**src/rtl/nvreg_pkg.sv**
```systemverilog
`timescale 1ns/1ps
package nvreg_pkg;
  typedef enum logic [2:0] {
    PH_IDLE,
    PH_DEVID,
    PH_REGADR,
    PH_WRDAT,
    PH_RDDAT,
    PH_HOLD
  } phase_t;

  localparam int BYTE_W = 8;
endpackage

```
**src/rtl/nvreg_line_sync.sv**
```systemverilog
`timescale 1ns/1ps
module nvreg_line_sync #(
  parameter int STAGES = 2
) (
  input  logic clk,
  input  logic rst_n,
  input  logic scl_in,
  input  logic sda_in,
  output logic sda_lvl,
  output logic scl_rise,
  output logic scl_fall,
  output logic start_ev,
  output logic stop_ev
);
  logic [STAGES-1:0] scl_pipe;
  logic [STAGES-1:0] sda_pipe;
  logic              scl_prev;
  logic              sda_prev;
  logic              scl_lvl;

  always_ff @(posedge clk or negedge rst_n) begin
    if (!rst_n) begin
      scl_pipe <= '1;
      sda_pipe <= '1;
      scl_prev <= 1'b1;
      sda_prev <= 1'b1;
    end else begin
      scl_pipe <= {scl_pipe[STAGES-2:0], scl_in};
      sda_pipe <= {sda_pipe[STAGES-2:0], sda_in};
      scl_prev <= scl_pipe[STAGES-1];
      sda_prev <= sda_pipe[STAGES-1];
    end
  end

  assign scl_lvl  = scl_pipe[STAGES-1];
  assign sda_lvl  = sda_pipe[STAGES-1];
  assign scl_rise = scl_lvl & ~scl_prev;
  assign scl_fall = ~scl_lvl & scl_prev;
  // data edges while the clock line stays high frame a transfer
  assign start_ev = scl_lvl & scl_prev & sda_prev & ~sda_lvl;
  assign stop_ev  = scl_lvl & scl_prev & ~sda_prev & sda_lvl;
endmodule

```
**src/rtl/nvreg_bank.sv**
```systemverilog
`timescale 1ns/1ps
module nvreg_bank #(
  parameter int DW         = 8,
  parameter int AW         = 8,
  parameter int NUM_WIPERS = 4,
  parameter int NV_WORDS   = 7,
  parameter int ACR_ADDR   = 8,
  parameter int NV_CYCLES  = 1000
) (
  input  logic                     clk,
  input  logic                     rst_n,
  input  logic                     vol_we,
  input  logic                     nv_go,
  input  logic [AW-1:0]            wr_addr,
  input  logic [DW-1:0]            wr_data,
  input  logic [AW-1:0]            rd_addr,
  output logic [DW-1:0]            rd_data,
  output logic                     acr_zero,
  output logic                     busy,
  output logic [NUM_WIPERS*DW-1:0] wipers_flat
);
  localparam int CW = $clog2(NV_CYCLES + 1);
  localparam logic [AW-1:0] ACR_AD = AW'(ACR_ADDR);

  logic [DW-1:0] wiper_q [NUM_WIPERS];
  logic [DW-1:0] nv_q    [NV_WORDS];
  logic [DW-1:0] acr_q;
  logic [CW-1:0] left_q;

  always_ff @(posedge clk or negedge rst_n) begin
    if (!rst_n) begin
      for (int i = 0; i < NUM_WIPERS; i++) wiper_q[i] <= '0;
      acr_q <= '0;
    end else if (vol_we) begin
      for (int i = 0; i < NUM_WIPERS; i++)
        if (wr_addr == AW'(i)) wiper_q[i] <= wr_data;
      if (wr_addr == ACR_AD) acr_q <= wr_data;
    end
  end

  always_ff @(posedge clk or negedge rst_n) begin
    if (!rst_n) begin
      for (int i = 0; i < NV_WORDS; i++) nv_q[i] <= '0;
    end else if (nv_go) begin
      for (int i = 0; i < NV_WORDS; i++)
        if (wr_addr == AW'(i)) nv_q[i] <= wr_data;
    end
  end

  always_ff @(posedge clk or negedge rst_n) begin
    if (!rst_n)             left_q <= '0;
    else if (nv_go)         left_q <= CW'(NV_CYCLES);
    else if (left_q != '0)  left_q <= left_q - 1'b1;
  end

  assign busy     = (left_q != '0);
  assign acr_zero = (acr_q == '0);

  always_comb begin
    rd_data = '0;
    for (int i = 0; i < NV_WORDS; i++)
      if (rd_addr == AW'(i)) rd_data = nv_q[i];
    for (int i = 0; i < NUM_WIPERS; i++)
      if (rd_addr == AW'(i)) rd_data = wiper_q[i];
    if (rd_addr == ACR_AD) rd_data = acr_q;
  end

  for (genvar gi = 0; gi < NUM_WIPERS; gi++) begin : g_wiper_out
    assign wipers_flat[gi*DW +: DW] = wiper_q[gi];
  end

  assert_commit_raises_busy_R5: assert property (@(posedge clk) disable iff (!rst_n)
    nv_go |=> busy);

  assert_wipers_frozen_R7: assert property (@(posedge clk) disable iff (!rst_n)
    busy |=> $stable(wipers_flat));
endmodule

```
**src/rtl/i2c_nvreg_slave.sv**
```systemverilog
`timescale 1ns/1ps
module i2c_nvreg_slave
  import nvreg_pkg::*;
#(
  parameter logic [3:0] DEV_CODE    = 4'b0101,
  parameter int         NV_CYCLES   = 1000,
  parameter int         SYNC_STAGES = 2
) (
  input  logic        clk,
  input  logic        rst_n,
  input  logic        scl_in,
  input  logic        sda_in,
  output logic        sda_oe,
  input  logic [2:0]  strap,
  input  logic        wr_allow,
  output logic        busy,
  output logic [31:0] wipers
);
  localparam int AW         = BYTE_W;
  localparam int NUM_WIPERS = 4;
  localparam int NV_WORDS   = 7;
  localparam int ACR_ADDR   = 8;
  localparam logic [AW-1:0] NV_LIM = AW'(NV_WORDS);
  localparam logic [AW-1:0] WP_LIM = AW'(NUM_WIPERS);
  localparam logic [AW-1:0] ACR_AD = AW'(ACR_ADDR);

  logic sda_lvl, scl_rise, scl_fall, start_ev, stop_ev;

  phase_t            phase;
  logic [3:0]        cnt;
  logic [BYTE_W-1:0] rx_sh;
  logic [BYTE_W-1:0] tx_sh;
  logic [AW-1:0]     ptr;
  logic              ack_drv;
  logic              tx_on;
  logic              pend;

  logic              id_ok, addr_ok, byte_ok;
  logic              vol_we, nv_go, acr_zero;
  logic [BYTE_W-1:0] rd_data;

  nvreg_line_sync #(.STAGES(SYNC_STAGES)) sync_i (
    .clk      (clk),
    .rst_n    (rst_n),
    .scl_in   (scl_in),
    .sda_in   (sda_in),
    .sda_lvl  (sda_lvl),
    .scl_rise (scl_rise),
    .scl_fall (scl_fall),
    .start_ev (start_ev),
    .stop_ev  (stop_ev)
  );

  nvreg_bank #(
    .DW(BYTE_W), .AW(AW), .NUM_WIPERS(NUM_WIPERS), .NV_WORDS(NV_WORDS),
    .ACR_ADDR(ACR_ADDR), .NV_CYCLES(NV_CYCLES)
  ) bank_i (
    .clk         (clk),
    .rst_n       (rst_n),
    .vol_we      (vol_we),
    .nv_go       (nv_go),
    .wr_addr     (ptr),
    .wr_data     (rx_sh),
    .rd_addr     (ptr),
    .rd_data     (rd_data),
    .acr_zero    (acr_zero),
    .busy        (busy),
    .wipers_flat (wipers)
  );

  assign id_ok   = (rx_sh[7:4] == DEV_CODE) && (rx_sh[3:1] == strap);
  assign addr_ok = (rx_sh < NV_LIM) || (rx_sh == ACR_AD);

  always_comb begin
    case (phase)
      PH_DEVID:  byte_ok = id_ok;
      PH_REGADR: byte_ok = addr_ok;
      PH_WRDAT:  byte_ok = wr_allow;
      default:   byte_ok = 1'b0;
    endcase
  end

  // volatile copy on the clock fall that closes the data LSB
  assign vol_we = !busy && !start_ev && !stop_ev && (phase == PH_WRDAT) &&
                  scl_fall && (cnt == 4'd8) && wr_allow &&
                  ((ptr < WP_LIM) || (ptr == ACR_AD));

  assign nv_go = !busy && stop_ev && pend && (ptr < NV_LIM) && acr_zero;

  always_ff @(posedge clk or negedge rst_n) begin
    if (!rst_n) begin
      phase   <= PH_IDLE;
      cnt     <= '0;
      rx_sh   <= '0;
      tx_sh   <= '0;
      ptr     <= '0;
      ack_drv <= 1'b0;
      tx_on   <= 1'b0;
      pend    <= 1'b0;
    end else if (busy) begin
      phase   <= PH_IDLE;
      cnt     <= '0;
      ack_drv <= 1'b0;
      tx_on   <= 1'b0;
      pend    <= 1'b0;
    end else if (start_ev) begin
      phase   <= PH_DEVID;
      cnt     <= '0;
      ack_drv <= 1'b0;
      tx_on   <= 1'b0;
      pend    <= 1'b0;
    end else if (stop_ev) begin
      phase   <= PH_IDLE;
      cnt     <= '0;
      ack_drv <= 1'b0;
      tx_on   <= 1'b0;
      pend    <= 1'b0;
    end else begin
      case (phase)
        PH_DEVID, PH_REGADR, PH_WRDAT: begin
          if (scl_rise && cnt < 4'd8) begin
            rx_sh <= {rx_sh[BYTE_W-2:0], sda_lvl};
            cnt   <= cnt + 1'b1;
          end else if (scl_fall && cnt == 4'd8) begin
            if (byte_ok) begin
              ack_drv <= 1'b1;
              cnt     <= 4'd9;
            end else begin
              phase <= PH_HOLD;
            end
            if (phase == PH_REGADR && addr_ok) ptr  <= rx_sh;
            if (phase == PH_WRDAT && wr_allow) pend <= 1'b1;
          end else if (scl_fall && cnt == 4'd9) begin
            ack_drv <= 1'b0;
            cnt     <= '0;
            case (phase)
              PH_DEVID: begin
                if (rx_sh[0]) begin
                  phase <= PH_RDDAT;
                  tx_sh <= rd_data;
                  ptr   <= ptr + 1'b1;
                  tx_on <= 1'b1;
                end else begin
                  phase <= PH_REGADR;
                end
              end
              PH_REGADR: phase <= PH_WRDAT;
              default:   phase <= PH_HOLD;
            endcase
          end
        end
        PH_RDDAT: begin
          if (scl_rise) begin
            if (cnt < 4'd8) cnt <= cnt + 1'b1;
            else if (cnt == 4'd8) begin
              if (sda_lvl) phase <= PH_HOLD;
              else         cnt   <= 4'd9;
            end
          end else if (scl_fall) begin
            if (cnt >= 4'd1 && cnt <= 4'd7) begin
              tx_sh <= {tx_sh[BYTE_W-2:0], 1'b0};
            end else if (cnt == 4'd8) begin
              tx_on <= 1'b0;
            end else if (cnt == 4'd9) begin
              tx_sh <= rd_data;
              ptr   <= ptr + 1'b1;
              tx_on <= 1'b1;
              cnt   <= '0;
            end
          end
        end
        default: ;
      endcase
    end
  end

  assign sda_oe = !busy && (ack_drv || (tx_on && !tx_sh[BYTE_W-1]));

  assert_busy_after_stop_R5: assert property (@(posedge clk) disable iff (!rst_n)
    $rose(busy) |-> $past(stop_ev));

  assert_deaf_while_busy_R7: assert property (@(posedge clk) disable iff (!rst_n)
    (busy && $past(busy)) |-> (phase == PH_IDLE && !ack_drv && !tx_on));

  assert_ack_not_during_tx_R9: assert property (@(posedge clk) disable iff (!rst_n)
    ack_drv |-> !tx_on);
endmodule

```
**config.mk**
```make
export PLATFORM = sky130hd
export DESIGN_NAME = i2c_nvreg_slave
export DESIGN_NICKNAME = d
export VERILOG_FILES = /design/src/rtl/nvreg_pkg.sv /design/src/rtl/nvreg_line_sync.sv /design/src/rtl/nvreg_bank.sv /design/src/rtl/i2c_nvreg_slave.sv
export SDC_FILE = /design/constraint.sdc
export NUM_CORES = 1
export LEC_CHECK = 0
export BUFFER_PORTS_ARGS = -buffer_cell sky130_fd_sc_hd__buf_2
export CELL_PAD_IN_SITES_DETAIL_PLACEMENT = 1
export CELL_PAD_IN_SITES_GLOBAL_PLACEMENT = 2
export CORE_MARGIN = 10
export CORE_UTILIZATION = 40
export CTS_CLUSTER_SIZE = 30
export DETAILED_ROUTE_END_ITERATION = 16
export GPL_TIMING_DRIVEN = 0
export PLACE_DENSITY = 0.81
export SLEW_MARGIN = 20
export SYNTH_ARGS = -nofsm -noshare
export SYNTH_HDL_FRONTEND = slang
export SYNTH_SLANG_ARGS = --single-unit
```
**constraint.sdc**
```tcl
create_clock -name clk -period 3.4 [get_ports clk]
set_input_delay 1.02 -clock clk [delete_from_list [all_inputs] [get_ports clk]]
set_output_delay 1.02 -clock clk [all_outputs]
set_load 0.05 [all_outputs]
```
# --- Word level (Yosys, flattened, before mapping) ---
# Cells that the tools add are included.
classes:
  eq_ne: 57
  n_reduce_logical: 54
  order_cmp: 6
  bitwise: 14
  mux: 93
  add_sub_neg: 3
ops:
  columns: ["operator", "n"]
  rows:
  - ["2-to-1 mux 8 bit", 29]
  - ["2-to-1 mux 4 bit", 15]
  - ["!= test 5 bit, second input constant", 12]
  - ["!= test 6 bit, second input constant", 7]
  - ["2-to-1 mux 3 bit", 12]
  - ["one-hot mux 8 bit (2 select lines)", 2]
  - ["2-to-1 mux 1 bit", 28]
  - ["!= test 7 bit, second input constant", 4]
  - ["== test 8 x 3 -> 1 bit, second input constant", 3]
  - ["< comparator 8 x 3 -> 1 bit, second input constant", 3]
  - ["logical AND 1 bit", 20]
  - ["2-to-1 mux 10 bit", 2]
  - ["!= test 2 bit, second input constant", 10]
  - ["!= test 3 bit, second input constant", 6]
  - ["== test 8 x 2 -> 1 bit, second input constant", 2]
  - ["== test 8 x 4 -> 1 bit, second input constant", 2]
  - ["logical NOT 8 bit", 2]
  - ["AND reduction 2 bit", 8]
  - ["AND reduction 14 bit", 1]
  - ["AND reduction 13 bit", 1]
  - ["one-hot mux 3 bit (2 select lines)", 2]
  - ["nonzero test 4 bit", 3]
  - ["AND reduction 10 bit", 1]
  - ["nonzero test 10 bit", 1]
  - ["other kinds (29)", 51]
word_totals:
  output_inout_bits: 34
  regBits: 114
  word_cells: 248

# --- Longest topological paths before layout ---
# Gate-level depths: netlist (run 1).
depth:
  ltp_word: 15
  depth_mapped: 10
  mapped_depth_nobuf: 8

# --- Cells and area by module ---
# Synthesis (run 1) repeated with hierarchy kept, for this count alone.
unflattened:
  cells_unflattened: 552
  hier_area_um2: 6177.2
by_module_without_submodules:
  columns: ["module", "area_per_inst_um2", "seq_area_each_um2", "cells_each", "instances"]
  rows:
  - ["nvreg_bank", 3646.0, 1851.8, 289, 1]
  - ["i2c_nvreg_slave", 2341.0, 850.8, 253, 1]
  - ["nvreg_line_sync", 190.2, 157.7, 10, 1]

# --- Least setup slack after synthesis (run 1) ---
# Ideal clock, no wire load.
synth_timing:
  path_kind: "register to output"
  start: "register bank_i.left_q[3]"
  end: "output sda_oe"
  setup_slack_ns: -0.256
  arrival_ns: 2.636
  required_ns: 2.380
  stages_incl_launch_ff: 6
  path_cell_list: "dfrtp_1 > or4_4 > nor4_4 > clkbuf_1 > inv_1 > nor2_1"
synth_via:
  elab_chain_len: 3
synth_rtl:
  columns: ["item", "line_no", "source"]
  rows:
  - ["from (decl)", "nvreg_bank.sv:28", "logic [CW-1:0] left_q;"]
  - ["from (signal assigned)", "nvreg_bank.sv:52", "else if (nv_go) left_q <= CW'(NV_CYCLES);"]
  - ["from (signal assigned)", "nvreg_bank.sv:53", "else if (left_q != '0) left_q <= left_q - 1'b1;"]
  - ["nonzero test 10 bit", "nvreg_bank.sv:56", "assign busy = (left_q != '0);"]
  - ["via busy", "i2c_nvreg_slave.sv:16", "output logic busy,"]
  - ["logical NOT 1 bit", "i2c_nvreg_slave.sv:177", "assign sda_oe = !busy && (ack_drv || (tx_on && !tx_sh[BYTE_W-1]));"]
  - ["logical AND 1 bit", "i2c_nvreg_slave.sv:177", null]
  - ["to (decl)", "i2c_nvreg_slave.sv:13", "output logic sda_oe,"]
# The timed path passes the listed nets, and every way through them passes these cells.

# --- Final worst setup path (run 1) ---
layout_timing:
  start: "register bank_i.left_q[4]"
  end: "output sda_oe"
layout_via:
  elab_chain_len: 3
layout_rtl:
  columns: ["item", "line_no"]
  rows:
  - ["nonzero test 10 bit", "nvreg_bank.sv:56"]
  - ["logical NOT 1 bit", "i2c_nvreg_slave.sv:177"]
  - ["logical AND 1 bit", "i2c_nvreg_slave.sv:177"]
# No other way between the ends.

==> metrics.txt, run 1 <==
# TYPE chip_impl_metric gauge
chip_impl_info{name="status",value="finished, final reports clean"} 1
chip_impl_metric{name="dp_worst_setup_slack",unit="ns"} -0.195
chip_impl_metric{name="synth_edf_count",unit=""} 0
chip_impl_metric{name="syn_area_per_cell",unit="µm²"} 10.5
chip_impl_metric{name="dr.first_iter.drc_count",unit=""} 259
chip_impl_info{name="critical_path.slowest_cell",value="or4_4"} 1
chip_impl_info{name="clock_tree_from_tritoncts",value="yes"} 1
chip_impl_metric{name="place.gp.congestion",unit=""} 0.864
chip_impl_metric{name="remaining_drc_errors",unit=""} 0
chip_impl_metric{name="total_power",unit="W"} 0.00449
chip_impl_metric{name="vdd.ir_drop.worst",unit="µV"} 410
chip_impl_info{name="whs_endpoint",value="sync_i.sda_pipe[1]$_DFF_PN1_"} 1
chip_impl_info{name="timing.critical_path.to_type",value="primary output"} 1
chip_impl_metric{name="fin_crit",unit="ns"} 3.31
chip_impl_info{name="min_delay_src",value="sync_i.sda_pipe[0]$_DFF_PN1_"} 1
chip_impl_metric{name="fill_cells",unit=""} 1605
chip_impl_metric{name="clk_latency",unit="ns"} 0.43
chip_impl_metric{name="postSynthRegisterBits",unit=""} 114
chip_impl_metric{name="max_cap_violations",unit=""} 0
chip_impl_info{name="r2r_start",value="cnt[0]$_DFFE_PN0P_"} 1
chip_impl_info{name="crit_start",value="bank_i.left_q[4]$_DFFE_PN0P_"} 1
chip_impl_metric{name="wirelength",unit="mm"} 18.2
chip_impl_metric{name="buffers_added_on_ports",unit=""} 41
chip_impl_metric{name="antenna_found_initial",unit=""} 0
chip_impl_metric{name="clk_pin_slew",unit="ns"} 0.06
chip_impl_metric{name="fp.dieH",unit="µm"} 142
chip_impl_metric{name="route.vias.total",unit=""} 4841
chip_impl_metric{name="critical_path.n_buffers_inverters",unit=""} 3
chip_impl_metric{name="layout-area-overhead-vs-synth",unit="%"} 19.8
chip_impl_metric{name="final_area",unit="µm²"} 7110
chip_impl_metric{name="clock_skew",unit="ns"} 0.0184
chip_impl_metric{name="final_worst_setup_slack",unit="ns"} 0.0931
chip_impl_metric{name="wl_per_cell",unit="µm"} 22.1
chip_impl_metric{name="clock_tree.buffer_depth",unit=""} 2
chip_impl_metric{name="timing.critical_path.arrival",unit="ns"} 2.29
chip_impl_metric{name="dpl_cell_area",unit="µm²"} 6410
chip_impl_metric{name="ys_async_sr_fraction",unit="%"} 100
chip_impl_info{name="most_common_cell_after_layout_fill_and_taps_aside",value="dfrtp_1"} 1
chip_impl_metric{name="cellLeakagePower",unit="nW"} 3.23
chip_impl_metric{name="drv_slew",unit=""} 0
chip_impl_metric{name="ios",unit=""} 42
chip_impl_info{name="critical_path_class",value="reg -> out"} 1
chip_impl_metric{name="hold_violations",unit=""} 0
chip_impl_info{name="mostFrequentLayoutCells",value="dfrtp_1, mux2_2, buf_2"} 1
chip_impl_metric{name="n_antenna_cell",unit=""} 0
chip_impl_metric{name="num_rows",unit=""} 44
chip_impl_metric{name="worstPathMaxFanout",unit=""} 5
chip_impl_metric{name="top_cell_type_s_share_of_synthesized_area",unit="%"} 45.5
chip_impl_metric{name="tightestPinTransition",unit="ns"} 0.743
chip_impl_info{name="clockRootBuffer",value="clkbuf_16"} 1
chip_impl_info{name="crit_chain",value="or4_4, nor4_4, clkbuf_8, clkinvlp_4, nor2_4, buf_6"} 1
chip_impl_metric{name="nNetsFinal",unit=""} 645
chip_impl_metric{name="grt_first_pass_wirelength",unit="mm"} 29.5
chip_impl_metric{name="postSynthCellCount",unit=""} 563
chip_impl_metric{name="syn_area",unit="µm²"} 5930
chip_impl_metric{name="yosys_warnings",unit=""} 0
chip_impl_metric{name="yosysSeqAreaShare",unit="%"} 48.2
chip_impl_metric{name="detailed_place_hpwl",unit="mm"} 12.8
chip_impl_metric{name="grt_start_max_net_pins",unit=""} 68
chip_impl_info{name="post_synth_main_area_contributors",value="dfrtp_1, mux2_2, a221oi_1, a21oi_1, o21ai_0"} 1
chip_impl_metric{name="reg2regPathDepth",unit=""} 8
chip_impl_metric{name="vias_in_the_first_global_route",unit=""} 5203
chip_impl_info{name="yosysTopAreaCell",value="dfrtp_1"} 1
chip_impl_info{name="critPathLaunchType",value="register"} 1
chip_impl_metric{name="report.final.setup_viol",unit=""} 0
chip_impl_metric{name="grt_overflow_total",unit=""} 0
chip_impl_metric{name="final_layout_size_suffix_gt1_share",unit="%"} 27.2
chip_impl_metric{name="cts_inserted_buffers",unit=""} 17
chip_impl_metric{name="power_density",unit="nW/µm²"} 632
chip_impl_metric{name="core-area",unit="µm²"} 14500
chip_impl_metric{name="final_core_util",unit="%"} 48.9
chip_impl_metric{name="synth_nets",unit=""} 581
chip_impl_metric{name="number_of_iterations_in_the_first_detailed_routing_pass",unit=""} 5
chip_impl_metric{name="viasPerCell",unit=""} 5.88
chip_impl_metric{name="total_die_area",unit="µm²"} 20100
chip_impl_metric{name="timing.final.crit_share",unit="%"} 97.3
chip_impl_metric{name="max_freq",unit="MHz"} 302
chip_impl_metric{name="reg2reg_setup_slack",unit="ns"} 0.30
chip_impl_metric{name="cts_num_sinks",unit=""} 114
chip_impl_metric{name="start_util",unit="%"} 40.8
chip_impl_info{name="unrepaired_setup_endpoints_after_global_routing",value="false"} 1
chip_impl_metric{name="data_required_time_at_the_worst_endpoint",unit="ns"} 2.38
chip_impl_metric{name="cts-htree-levels",unit=""} 4
chip_impl_metric{name="globalRouteTotalUtil",unit="%"} 18.7
chip_impl_metric{name="holdPathStages",unit=""} 0
chip_impl_metric{name="netlist-cell-type-count",unit=""} 54
chip_impl_metric{name="floorplan.die.width",unit="µm"} 142
chip_impl_info{name="timing.critical_path.max_delay_family",value="simple AND/OR/NAND/NOR gates"} 1
chip_impl_info{name="postSynth.topFlopCell",value="dfrtp_1"} 1
chip_impl_info{name="critical_path.reg2reg.endpoint",value="bank_i.wipers_flat[25]$_DFFE_PN0P_"} 1
chip_impl_info{name="timing.hold.worst.class",value="reg -> reg"} 1
chip_impl_metric{name="max-slew-margin-rel",unit="%"} 50.4
chip_impl_metric{name="cp_slowest_stage_delay",unit="ns"} 0.58
chip_impl_metric{name="post_drt_antenna_nets",unit=""} 0
## area by class of cell
cell class                 instances  area, µm²  area share (%)
clock buffer                      19        453            6.37
multi-input combinational        397       2890            40.6
tap                              184        230            3.24
sequential                       114       2860            40.2
inverter                          14       56.3           0.792
buffer                            38        158            2.22
clock inverter                    13        196            2.76
timing repair buffer              45        268            3.77
## cell families (layout without fill, tap and decap cells)
group	Yosys count	in the layout	synth area share [%]
AO/OA/AOI/OAI	134	134	14.8
flip-flops	114	114	48.2
AND/OR/NAND/NOR	169	169	15.9
adder cells (fa/ha/maj)	10	10	2.11
buffers and inverters	52	129	3.35
multiplexers	79	79	14.9
XOR/XNOR	5	5	0.738
## cell usage after synthesis, types with 5 or more instances
| library cell | instances |
|---|---|
| a21oi_1 | 33 |
| a221oi_1 | 22 |
| clkbuf_1 | 35 |
| dfrtp_1 | 108 |
| dfstp_2 | 6 |
| ha_1 | 10 |
| inv_1 | 14 |
| mux2_1 | 7 |
| mux2_2 | 68 |
| nand2_1 | 41 |
| nand2b_1 | 7 |
| nand3_1 | 21 |
| nor2_1 | 34 |
| nor2b_1 | 14 |
| nor3_1 | 8 |
| nor3b_1 | 5 |
| o21ai_0 | 33 |
| o22ai_1 | 13 |
| o31ai_1 | 5 |
| o32ai_1 | 8 |
## layer usage
layer  global-route usage [%]  wire (µm)
met4                     6.51        390
met1                     23.8       8270
met2                     30.2       8800
met5                        0          0
met3                     4.94        785
## how the worst max path moves through the flow
stage,endpoint,cells after the start
after floorplan,sda_oe,5
after global placement,sda_oe,6
after detailed placement,sda_oe,6
after CTS,sda_oe,6
after global routing,sda_oe,6
final,sda_oe,6
## through the flow
step                hold WS (ns)  cells  setup TNS [ns]
global placement           0.346    788          -11.76
detailed placement         0.347    789          -0.257
CTS                        0.353    823               0
floorplan                  0.345    563               0
finish                     0.349    824               0
global route               0.353    824               0
## power breakdown
group	total (W)	switching, W	leakage, nW	internal, W
combinational	0.000901	0.000584	1.37	0.000317
sequential	0.00161	0.000123	1.55	0.00148
clock	0.00199	0.000707	0.312	0.00128
total	0.00449	0.00141	3.23	0.00308
## worst register-to-register path, cell delays in order, from the launching register on
cell      delay [ns]
dfrtp_1         0.44
inv_1           0.13
ha_1            0.19
clkbuf_1        0.35
nand2_1         0.19
nor2_1          0.44
nand3_1         0.28
nor4_4          0.55
mux2_2          0.41
## flip-flops by register name, indices dropped and copies added (netlist names), 2 cells and up
name / count
tx_sh: 8
phase: 3
bank_i.acr_q: 8
bank_i.wipers_flat: 32
bank_i.left_q: 10
cnt: 4
bank_i.nv_q: 24
sync_i.sda_pipe: 2
ptr: 8
sync_i.scl_pipe: 2
rx_sh: 8
## repair_timing
action	CTS	global route
hold buffers	0	0
setup endpoints to repair	2	19
setup buffers	2	1
pin swaps	1	4
resized for setup	4	5
(Power assumes the default switching activity.)
==> run 2: changes to the inputs <==
--- a/config.mk
+++ b/config.mk
@@ -9,11 +9,11 @@
 export CELL_PAD_IN_SITES_DETAIL_PLACEMENT = 1
 export CELL_PAD_IN_SITES_GLOBAL_PLACEMENT = 2
 export CORE_MARGIN = 10
-export CORE_UTILIZATION = 40
+export CORE_UTILIZATION = 36
 export CTS_CLUSTER_SIZE = 30
 export DETAILED_ROUTE_END_ITERATION = 16
 export GPL_TIMING_DRIVEN = 0
-export PLACE_DENSITY = 0.81
+export PLACE_DENSITY = 0.77
 export SLEW_MARGIN = 20
 export SYNTH_ARGS = -nofsm -noshare
 export SYNTH_HDL_FRONTEND = slang
==> constraint.sdc (replaced) <==
create_clock -name clk -period 3 [get_ports clk]
set_input_delay 0.9 -clock clk [delete_from_list [all_inputs] [get_ports clk]]
set_output_delay 0.9 -clock clk [all_outputs]
set_load 0.05 [all_outputs]
==> run 2 against run 1 <==
The flow now finishes with violations (setup timing). Via count increased by 1.5%. Critical path depth unchanged. Critical endpoint unchanged. Critical path type unchanged. Largest cell class unchanged. Count of clock-buffer cells in the layout decreased by 1. Combinational power increased by 18%. Worst setup slack got worse by 0.19 ns. Non-clock buffer count increased by 12. Largest power group unchanged. Worst hold slack improved by 0.0067 ns.
==> metrics.txt, run 2 (same netlist as run 1, synthesis figures left out) <==
# TYPE chip_impl_metric gauge
chip_impl_info{name="status",value="finished with violations"} 1
chip_impl_info{name="violations",value="setup timing"} 1
chip_impl_metric{name="fin_crit",unit="ns"} 3.10
chip_impl_info{name="crit_chain",value="or4_4, nor4_4, clkbuf_8, clkinvlp_4, nor2_4, buf_8"} 1
chip_impl_metric{name="vias_in_the_first_global_route",unit=""} 5300
chip_impl_info{name="timing.critical_path.max_delay_family",value="simple AND/OR/NAND/NOR gates"} 1
chip_impl_metric{name="start_util",unit="%"} 37.1
chip_impl_metric{name="hold_violations",unit=""} 0
chip_impl_info{name="clock_tree_from_tritoncts",value="yes"} 1
chip_impl_metric{name="core-area",unit="µm²"} 16000
chip_impl_metric{name="max-slew-margin-rel",unit="%"} 52.7
chip_impl_metric{name="data_required_time_at_the_worst_endpoint",unit="ns"} 2.10
chip_impl_metric{name="reg2regPathDepth",unit=""} 10
chip_impl_metric{name="setup-tns-final",unit="ns"} -0.176
chip_impl_metric{name="final_worst_setup_slack",unit="ns"} -0.0988
chip_impl_metric{name="dr.first_iter.drc_count",unit=""} 269
chip_impl_info{name="whs_endpoint",value="sync_i.sda_pipe[1]$_DFF_PN1_"} 1
chip_impl_metric{name="final_layout_size_suffix_gt1_share",unit="%"} 29.3
chip_impl_metric{name="grt_start_max_net_pins",unit=""} 71
chip_impl_metric{name="clk_pin_slew",unit="ns"} 0.06
chip_impl_metric{name="total_die_area",unit="µm²"} 22000
chip_impl_metric{name="wl_per_cell",unit="µm"} 21.9
chip_impl_metric{name="tightestPinTransition",unit="ns"} 0.709
chip_impl_metric{name="clk_latency",unit="ns"} 0.43
chip_impl_metric{name="timing.critical_path.arrival",unit="ns"} 2.20
chip_impl_info{name="unrepaired_setup_endpoints_after_global_routing",value="true"} 1
chip_impl_info{name="timing.critical_path.to_type",value="primary output"} 1
chip_impl_metric{name="grt_first_pass_wirelength",unit="mm"} 30.5
chip_impl_metric{name="number_of_iterations_in_the_first_detailed_routing_pass",unit=""} 4
chip_impl_metric{name="globalRouteTotalUtil",unit="%"} 17.6
chip_impl_metric{name="cp_slowest_stage_delay",unit="ns"} 0.56
chip_impl_metric{name="clock_tree.buffer_depth",unit=""} 2
chip_impl_metric{name="vdd.ir_drop.worst",unit="µV"} 388
chip_impl_metric{name="buffers_added_on_ports",unit=""} 41
chip_impl_metric{name="layout-area-overhead-vs-synth",unit="%"} 21.0
chip_impl_metric{name="post_drt_antenna_nets",unit=""} 0
chip_impl_info{name="most_common_cell_after_layout_fill_and_taps_aside",value="dfrtp_1"} 1
chip_impl_metric{name="remaining_drc_errors",unit=""} 0
chip_impl_metric{name="max_freq",unit="MHz"} 323
chip_impl_metric{name="n_antenna_cell",unit=""} 0
chip_impl_metric{name="final_core_util",unit="%"} 44.9
chip_impl_metric{name="fill_cells",unit=""} 1842
chip_impl_metric{name="route.vias.total",unit=""} 4912
chip_impl_info{name="critical_path.slowest_cell",value="or4_4"} 1
chip_impl_metric{name="detailed_place_hpwl",unit="mm"} 13.1
chip_impl_info{name="critical_path.reg2reg.endpoint",value="tx_sh[7]$_DFFE_PN0P_"} 1
chip_impl_metric{name="cts_num_sinks",unit=""} 114
chip_impl_metric{name="antenna_found_initial",unit=""} 0
chip_impl_metric{name="reg2reg_setup_slack",unit="ns"} 0.13
chip_impl_info{name="mostFrequentLayoutCells",value="dfrtp_1, mux2_2, buf_2"} 1
chip_impl_info{name="min_delay_src",value="sync_i.sda_pipe[0]$_DFF_PN1_"} 1
chip_impl_info{name="critical_path_class",value="reg -> out"} 1
chip_impl_metric{name="cts_inserted_buffers",unit=""} 17
chip_impl_metric{name="place.gp.congestion",unit=""} 0.796
chip_impl_metric{name="num_rows",unit=""} 46
chip_impl_metric{name="holdPathStages",unit=""} 0
chip_impl_metric{name="max_cap_violations",unit=""} 0
chip_impl_metric{name="multi_input_area",unit="µm²"} 2910
chip_impl_metric{name="timing.final.crit_share",unit="%"} 103
chip_impl_metric{name="clock_skew",unit="ns"} 0.00854
chip_impl_metric{name="worstPathMaxFanout",unit=""} 4
chip_impl_metric{name="power_density",unit="nW/µm²"} 670
chip_impl_metric{name="viasPerCell",unit=""} 5.66
chip_impl_metric{name="wirelength",unit="mm"} 19.0
chip_impl_metric{name="floorplan.die.width",unit="µm"} 148
chip_impl_info{name="clockRootBuffer",value="clkbuf_16"} 1
chip_impl_metric{name="cellLeakagePower",unit="nW"} 3.26
chip_impl_metric{name="report.final.setup_viol",unit=""} 2
chip_impl_metric{name="nNetsFinal",unit=""} 657
chip_impl_metric{name="drv_slew",unit=""} 0
chip_impl_metric{name="fp.dieH",unit="µm"} 148
chip_impl_metric{name="critical_path.n_buffers_inverters",unit=""} 3
chip_impl_metric{name="seqCellArea",unit="µm²"} 2860
chip_impl_info{name="r2r_start",value="ptr[0]$_DFFE_PN0P_"} 1
chip_impl_metric{name="cts_hold_repair.buffers",unit=""} 0
chip_impl_metric{name="grt_overflow_total",unit=""} 0
chip_impl_info{name="timing.hold.worst.class",value="reg -> reg"} 1
chip_impl_info{name="critPathLaunchType",value="register"} 1
chip_impl_metric{name="largest_register_ffs",unit=""} 32
chip_impl_metric{name="ios",unit=""} 42
chip_impl_metric{name="cts-htree-levels",unit=""} 4
## run 2: changes by cell type in the layout (fill, tap and decap cells not counted), sizes merged
cell / before / now
clkinv: 2 / 5
bufinv: 4 / 1
clkinvlp: 3 / 5
clkbuf: 54 / 52
inv: 18 / 17
buf: 48 / 61
## run 2: layer usage
| layer | routed length, µm | track usage, % | vias to the layer above |
|---|---|---|---|
| met5 | 0 | 0 | - |
| met4 | 263 | 5.20 | 0 |
| met3 | 736 | 3.94 | 22 |
| met2 | 9580 | 29.8 | 92 |
| met1 | 8410 | 21.8 | 2557 |
| li1 | - | - | 2241 |
## run 2: repair_timing
action / in CTS / in global routing
setup buffers: 13 / 3
resized for setup: 6 / 7
setup endpoints to repair: 39 / 46
pin swaps: 4 / 2
## run 2: worst max path at each step
stage	end	startpoint	slack, ns	cells past startpoint
after detailed placement	tx_sh[6]$_DFFE_PN0P_	ptr[0]$_DFFE_PN0P_	-0.30	10
after global placement	cnt[1]$_DFFE_PN0P_	rst_n	-0.36	1
final	sda_oe	bank_i.left_q[4]$_DFFE_PN0P_	-0.1	6
after global routing	sda_oe	bank_i.left_q[4]$_DFFE_PN0P_	-0.18	6
after floorplan	sda_oe	bank_i.left_q[4]$_DFFE_PN0P_	-0.01	5
after CTS	sda_oe	bank_i.left_q[6]$_DFFE_PN0P_	-0.16	6
## run 2: per-stage QoR
stage	instances	hold slack (ns)	total power [W]	worst slack, ns	instance area, µm²
final	868	0.356	0.00482	-0.0988	7180
after global routing	868	0.362	0.00504	-0.178	7180
after CTS	866	0.356	0.00482	-0.158	7140
after detailed placement	821	0.348	0.00283	-0.305	6460
after global placement	820	0.345	0.00280	-0.362	6430
after floorplan	563	0.345	0.00247	-0.0114	5960
## run 2: area by class of cell
type                       count  share of cell area (%)
inverter                      14                   0.784
timing repair buffer          58                    5.14
buffer                        37                    2.18
sequential                   114                    39.8
clock inverter                14                    1.83
multi-input combinational    397                    40.5
tap                          216                    3.76
clock buffer                  18                    5.97
## run 2: power by group
group / leakage [nW] / internal, W / switching, W
Clock: 0.264 / 0.00115 / 0.000793
Sequential: 1.55 / 0.00168 / 0.000139
Combinational: 1.45 / 0.000391 / 0.000668
## run 2: worst register-to-register path, stage by stage, from the launching register on
cell	delay (ns)
dfrtp_1	0.43
inv_1	0.13
ha_1	0.16
clkbuf_1	0.31
nor2b_4	0.33
clkbuf_2	0.31
a221oi_1	0.13
o32ai_1	0.29
nand2_1	0.14
a221o_1	0.39
mux2i_1	0.17
==> run 3: changes to the inputs <==
--- a/config.mk
+++ b/config.mk
@@ -13,7 +13,8 @@
 export CTS_CLUSTER_SIZE = 30
 export DETAILED_ROUTE_END_ITERATION = 16
 export GPL_TIMING_DRIVEN = 0
-export PLACE_DENSITY = 0.77
+export HOLD_SLACK_MARGIN = 0.02
+export PLACE_DENSITY_LB_ADDON = 0.1
 export SLEW_MARGIN = 20
 export SYNTH_ARGS = -nofsm -noshare
 export SYNTH_HDL_FRONTEND = slang
==> run 3 against run 2 <==
The flow still finishes with violations (setup timing). Combinational power about the same. Global-route usage increased by 0.55 points. Routed wire length increased by 1.6%. Count of clock-buffer cells in the layout increased by 2. Worst setup slack improved by 0.0084 ns. Largest cell class unchanged.
==> metrics.txt, run 3 (same netlist as run 1, synthesis figures left out) <==
# TYPE chip_impl_metric gauge
chip_impl_info{name="status",value="finished with violations"} 1
chip_impl_info{name="violations",value="setup timing"} 1
chip_impl_metric{name="clk_latency",unit="ns"} 0.42
chip_impl_metric{name="largest_register_ffs",unit=""} 32
chip_impl_metric{name="clk_pin_slew",unit="ns"} 0.06
chip_impl_metric{name="max_cap_violations",unit=""} 0
chip_impl_metric{name="layout.cells.non_filler",unit=""} 865
chip_impl_info{name="r2r_start",value="bank_i.left_q[4]$_DFFE_PN0P_"} 1
chip_impl_metric{name="timing.critical_path.arrival",unit="ns"} 2.19
chip_impl_metric{name="layout-area-overhead-vs-synth",unit="%"} 21.4
chip_impl_metric{name="ios",unit=""} 42
chip_impl_metric{name="fin_crit",unit="ns"} 3.09
chip_impl_metric{name="global_route.usage.met2",unit="%"} 29.4
chip_impl_metric{name="wirelength",unit="mm"} 19.3
chip_impl_metric{name="place.gp.congestion",unit=""} 0.821
chip_impl_info{name="clock_tree_from_tritoncts",value="yes"} 1
chip_impl_metric{name="route.vias.total",unit=""} 4826
chip_impl_metric{name="tightestPinTransition",unit="ns"} 0.709
chip_impl_metric{name="use_met1",unit="%"} 23.3
chip_impl_metric{name="num_rows",unit=""} 46
chip_impl_info{name="timing.hold.worst.class",value="reg -> reg"} 1
chip_impl_metric{name="grt_start_max_net_pins",unit=""} 67
chip_impl_metric{name="buffers_added_on_ports",unit=""} 41
chip_impl_metric{name="data_required_time_at_the_worst_endpoint",unit="ns"} 2.10
chip_impl_metric{name="nNetsFinal",unit=""} 654
chip_impl_metric{name="worstPathMaxFanout",unit=""} 4
chip_impl_metric{name="setup-tns-final",unit="ns"} -0.158
chip_impl_metric{name="total_die_area",unit="µm²"} 22000
chip_impl_metric{name="final_layout_size_suffix_gt1_share",unit="%"} 29.4
chip_impl_metric{name="cts_num_sinks",unit=""} 114
chip_impl_metric{name="reg2reg_setup_slack",unit="ns"} 0.15
chip_impl_info{name="whs_endpoint",value="sync_i.sda_pipe[1]$_DFF_PN1_"} 1
chip_impl_metric{name="final_core_util",unit="%"} 45.0
chip_impl_metric{name="dpl_cell_area",unit="µm²"} 6460
chip_impl_metric{name="n_antenna_cell",unit=""} 0
chip_impl_info{name="timing.critical_path.to_type",value="primary output"} 1
chip_impl_metric{name="seqCellArea",unit="µm²"} 2860
chip_impl_metric{name="reg2regPathDepth",unit=""} 8
chip_impl_metric{name="report.final.setup_viol",unit=""} 2
chip_impl_metric{name="max-slew-margin-rel",unit="%"} 52.3
chip_impl_metric{name="numPlacedInstances",unit=""} 821
chip_impl_info{name="clockRootBuffer",value="clkbuf_16"} 1
chip_impl_info{name="unrepaired_setup_endpoints_after_global_routing",value="true"} 1
chip_impl_metric{name="post_drt_antenna_nets",unit=""} 0
chip_impl_metric{name="cts_inserted_buffers",unit=""} 17
chip_impl_info{name="mostFrequentLayoutCells",value="dfrtp_1, mux2_2, buf_2"} 1
chip_impl_metric{name="grt_overflow_total",unit=""} 0
chip_impl_metric{name="detailed_place_hpwl",unit="mm"} 13.4
chip_impl_metric{name="hold_slack",unit="ns"} 0.355
chip_impl_metric{name="vias_in_the_first_global_route",unit=""} 5306
chip_impl_metric{name="clock_tree.buffer_depth",unit=""} 2
chip_impl_metric{name="fill_cells",unit=""} 1792
chip_impl_metric{name="multi_input_area",unit="µm²"} 2910
chip_impl_metric{name="clock_skew",unit="ns"} 0.00972
chip_impl_metric{name="max_freq",unit="MHz"} 324
chip_impl_metric{name="cts-htree-levels",unit=""} 4
chip_impl_metric{name="hold_violations",unit=""} 0
chip_impl_metric{name="globalRouteMet3Util",unit="%"} 4.46
chip_impl_metric{name="core-area",unit="µm²"} 16000
chip_impl_metric{name="cellLeakagePower",unit="nW"} 3.27
chip_impl_info{name="grt-busiest-layer",value="met2"} 1
chip_impl_metric{name="globalRouteTotalUtil",unit="%"} 18.1
chip_impl_info{name="critPathLaunchType",value="register"} 1
chip_impl_metric{name="holdPathStages",unit=""} 0
chip_impl_metric{name="fp.dieH",unit="µm"} 148
chip_impl_metric{name="final_area",unit="µm²"} 7210
chip_impl_info{name="min_delay_src",value="sync_i.sda_pipe[0]$_DFF_PN1_"} 1
chip_impl_info{name="critical_path.reg2reg.endpoint",value="tx_sh[4]$_DFFE_PN0P_"} 1
chip_impl_metric{name="grt_first_pass_wirelength",unit="mm"} 31.0
chip_impl_metric{name="viasPerCell",unit=""} 5.58
chip_impl_metric{name="wl_per_cell",unit="µm"} 22.3
chip_impl_info{name="crit_start",value="bank_i.left_q[4]$_DFFE_PN0P_"} 1
chip_impl_metric{name="remaining_drc_errors",unit=""} 0
chip_impl_metric{name="power_density",unit="nW/µm²"} 677
chip_impl_metric{name="floorplan.die.width",unit="µm"} 148
chip_impl_metric{name="start_util",unit="%"} 37.1
chip_impl_metric{name="timing.final.crit_share",unit="%"} 103
chip_impl_metric{name="final_worst_setup_slack",unit="ns"} -0.0904
chip_impl_info{name="most_common_cell_after_layout_fill_and_taps_aside",value="dfrtp_1"} 1
chip_impl_info{name="critical_path_class",value="reg -> out"} 1
chip_impl_metric{name="vdd.ir_drop.worst",unit="µV"} 424
chip_impl_metric{name="dr.first_iter.drc_count",unit=""} 271
chip_impl_metric{name="number_of_iterations_in_the_first_detailed_routing_pass",unit=""} 4
chip_impl_metric{name="antenna_found_initial",unit=""} 0
chip_impl_metric{name="drv_slew",unit=""} 0
-- run 3: worst max-delay path by stage --
| stage | to | cells past startpoint |
|---|---|---|
| detailed placement | bank_i.wipers_flat[30]$_DFFE_PN0P_ | 8 |
| global route | sda_oe | 6 |
| floorplan | sda_oe | 5 |
| global placement | bank_i.wipers_flat[27]$_DFFE_PN0P_ | 1 |
| finish | sda_oe | 6 |
| CTS | sda_oe | 6 |
-- run 3: power by group --
part           switching (W)  internal, W  leakage, nW
sequential          0.000138      0.00168         1.55
combinational       0.000670     0.000394         1.44
clock               0.000754      0.00125        0.277
-- run 3: worst max-delay path, cell delays in order, from the launching register on --
cell and delay (ns):
dfrtp_1 0.38, or4_4 0.56, nor4_4 0.28, clkbuf_8 0.20
clkinvlp_4 0.11, nor2_4 0.09, buf_6 0.16
-- run 3: layout make-up --
cell class / count / share of cell area, %
multi-input combinational: 397 / 40.4
sequential: 114 / 39.7
clock buffer: 20 / 6.20
timing repair buffer: 56 / 5.21
tap: 216 / 3.75
buffer: 36 / 2.12
clock inverter: 12 / 1.84
inverter: 14 / 0.781
-- run 3: metrics by stage --
| stage | total power, W | setup slack, ns |
|---|---|---|
| final | 0.00488 | -0.0904 |
| after floorplan | 0.00247 | -0.0114 |
| after global routing | 0.00513 | -0.192 |
| after global placement | 0.00282 | -0.404 |
| after CTS | 0.00491 | -0.147 |
| after detailed placement | 0.00285 | -0.348 |
-- run 3: metal layers --
metal  wire, µm  vias to the layer above
li1           -                     2224
met1       8830                     2492
met2       9440                       90
met3        735                       20
met4        293                        0
met5          0                        -
-- run 3: what timing repair did --
item	in CTS	in global routing
hold buffers	0	0
endpoints found under the setup margin	58	54
pin swaps	4	2
buffers inserted	11	3
resized for setup	6	9
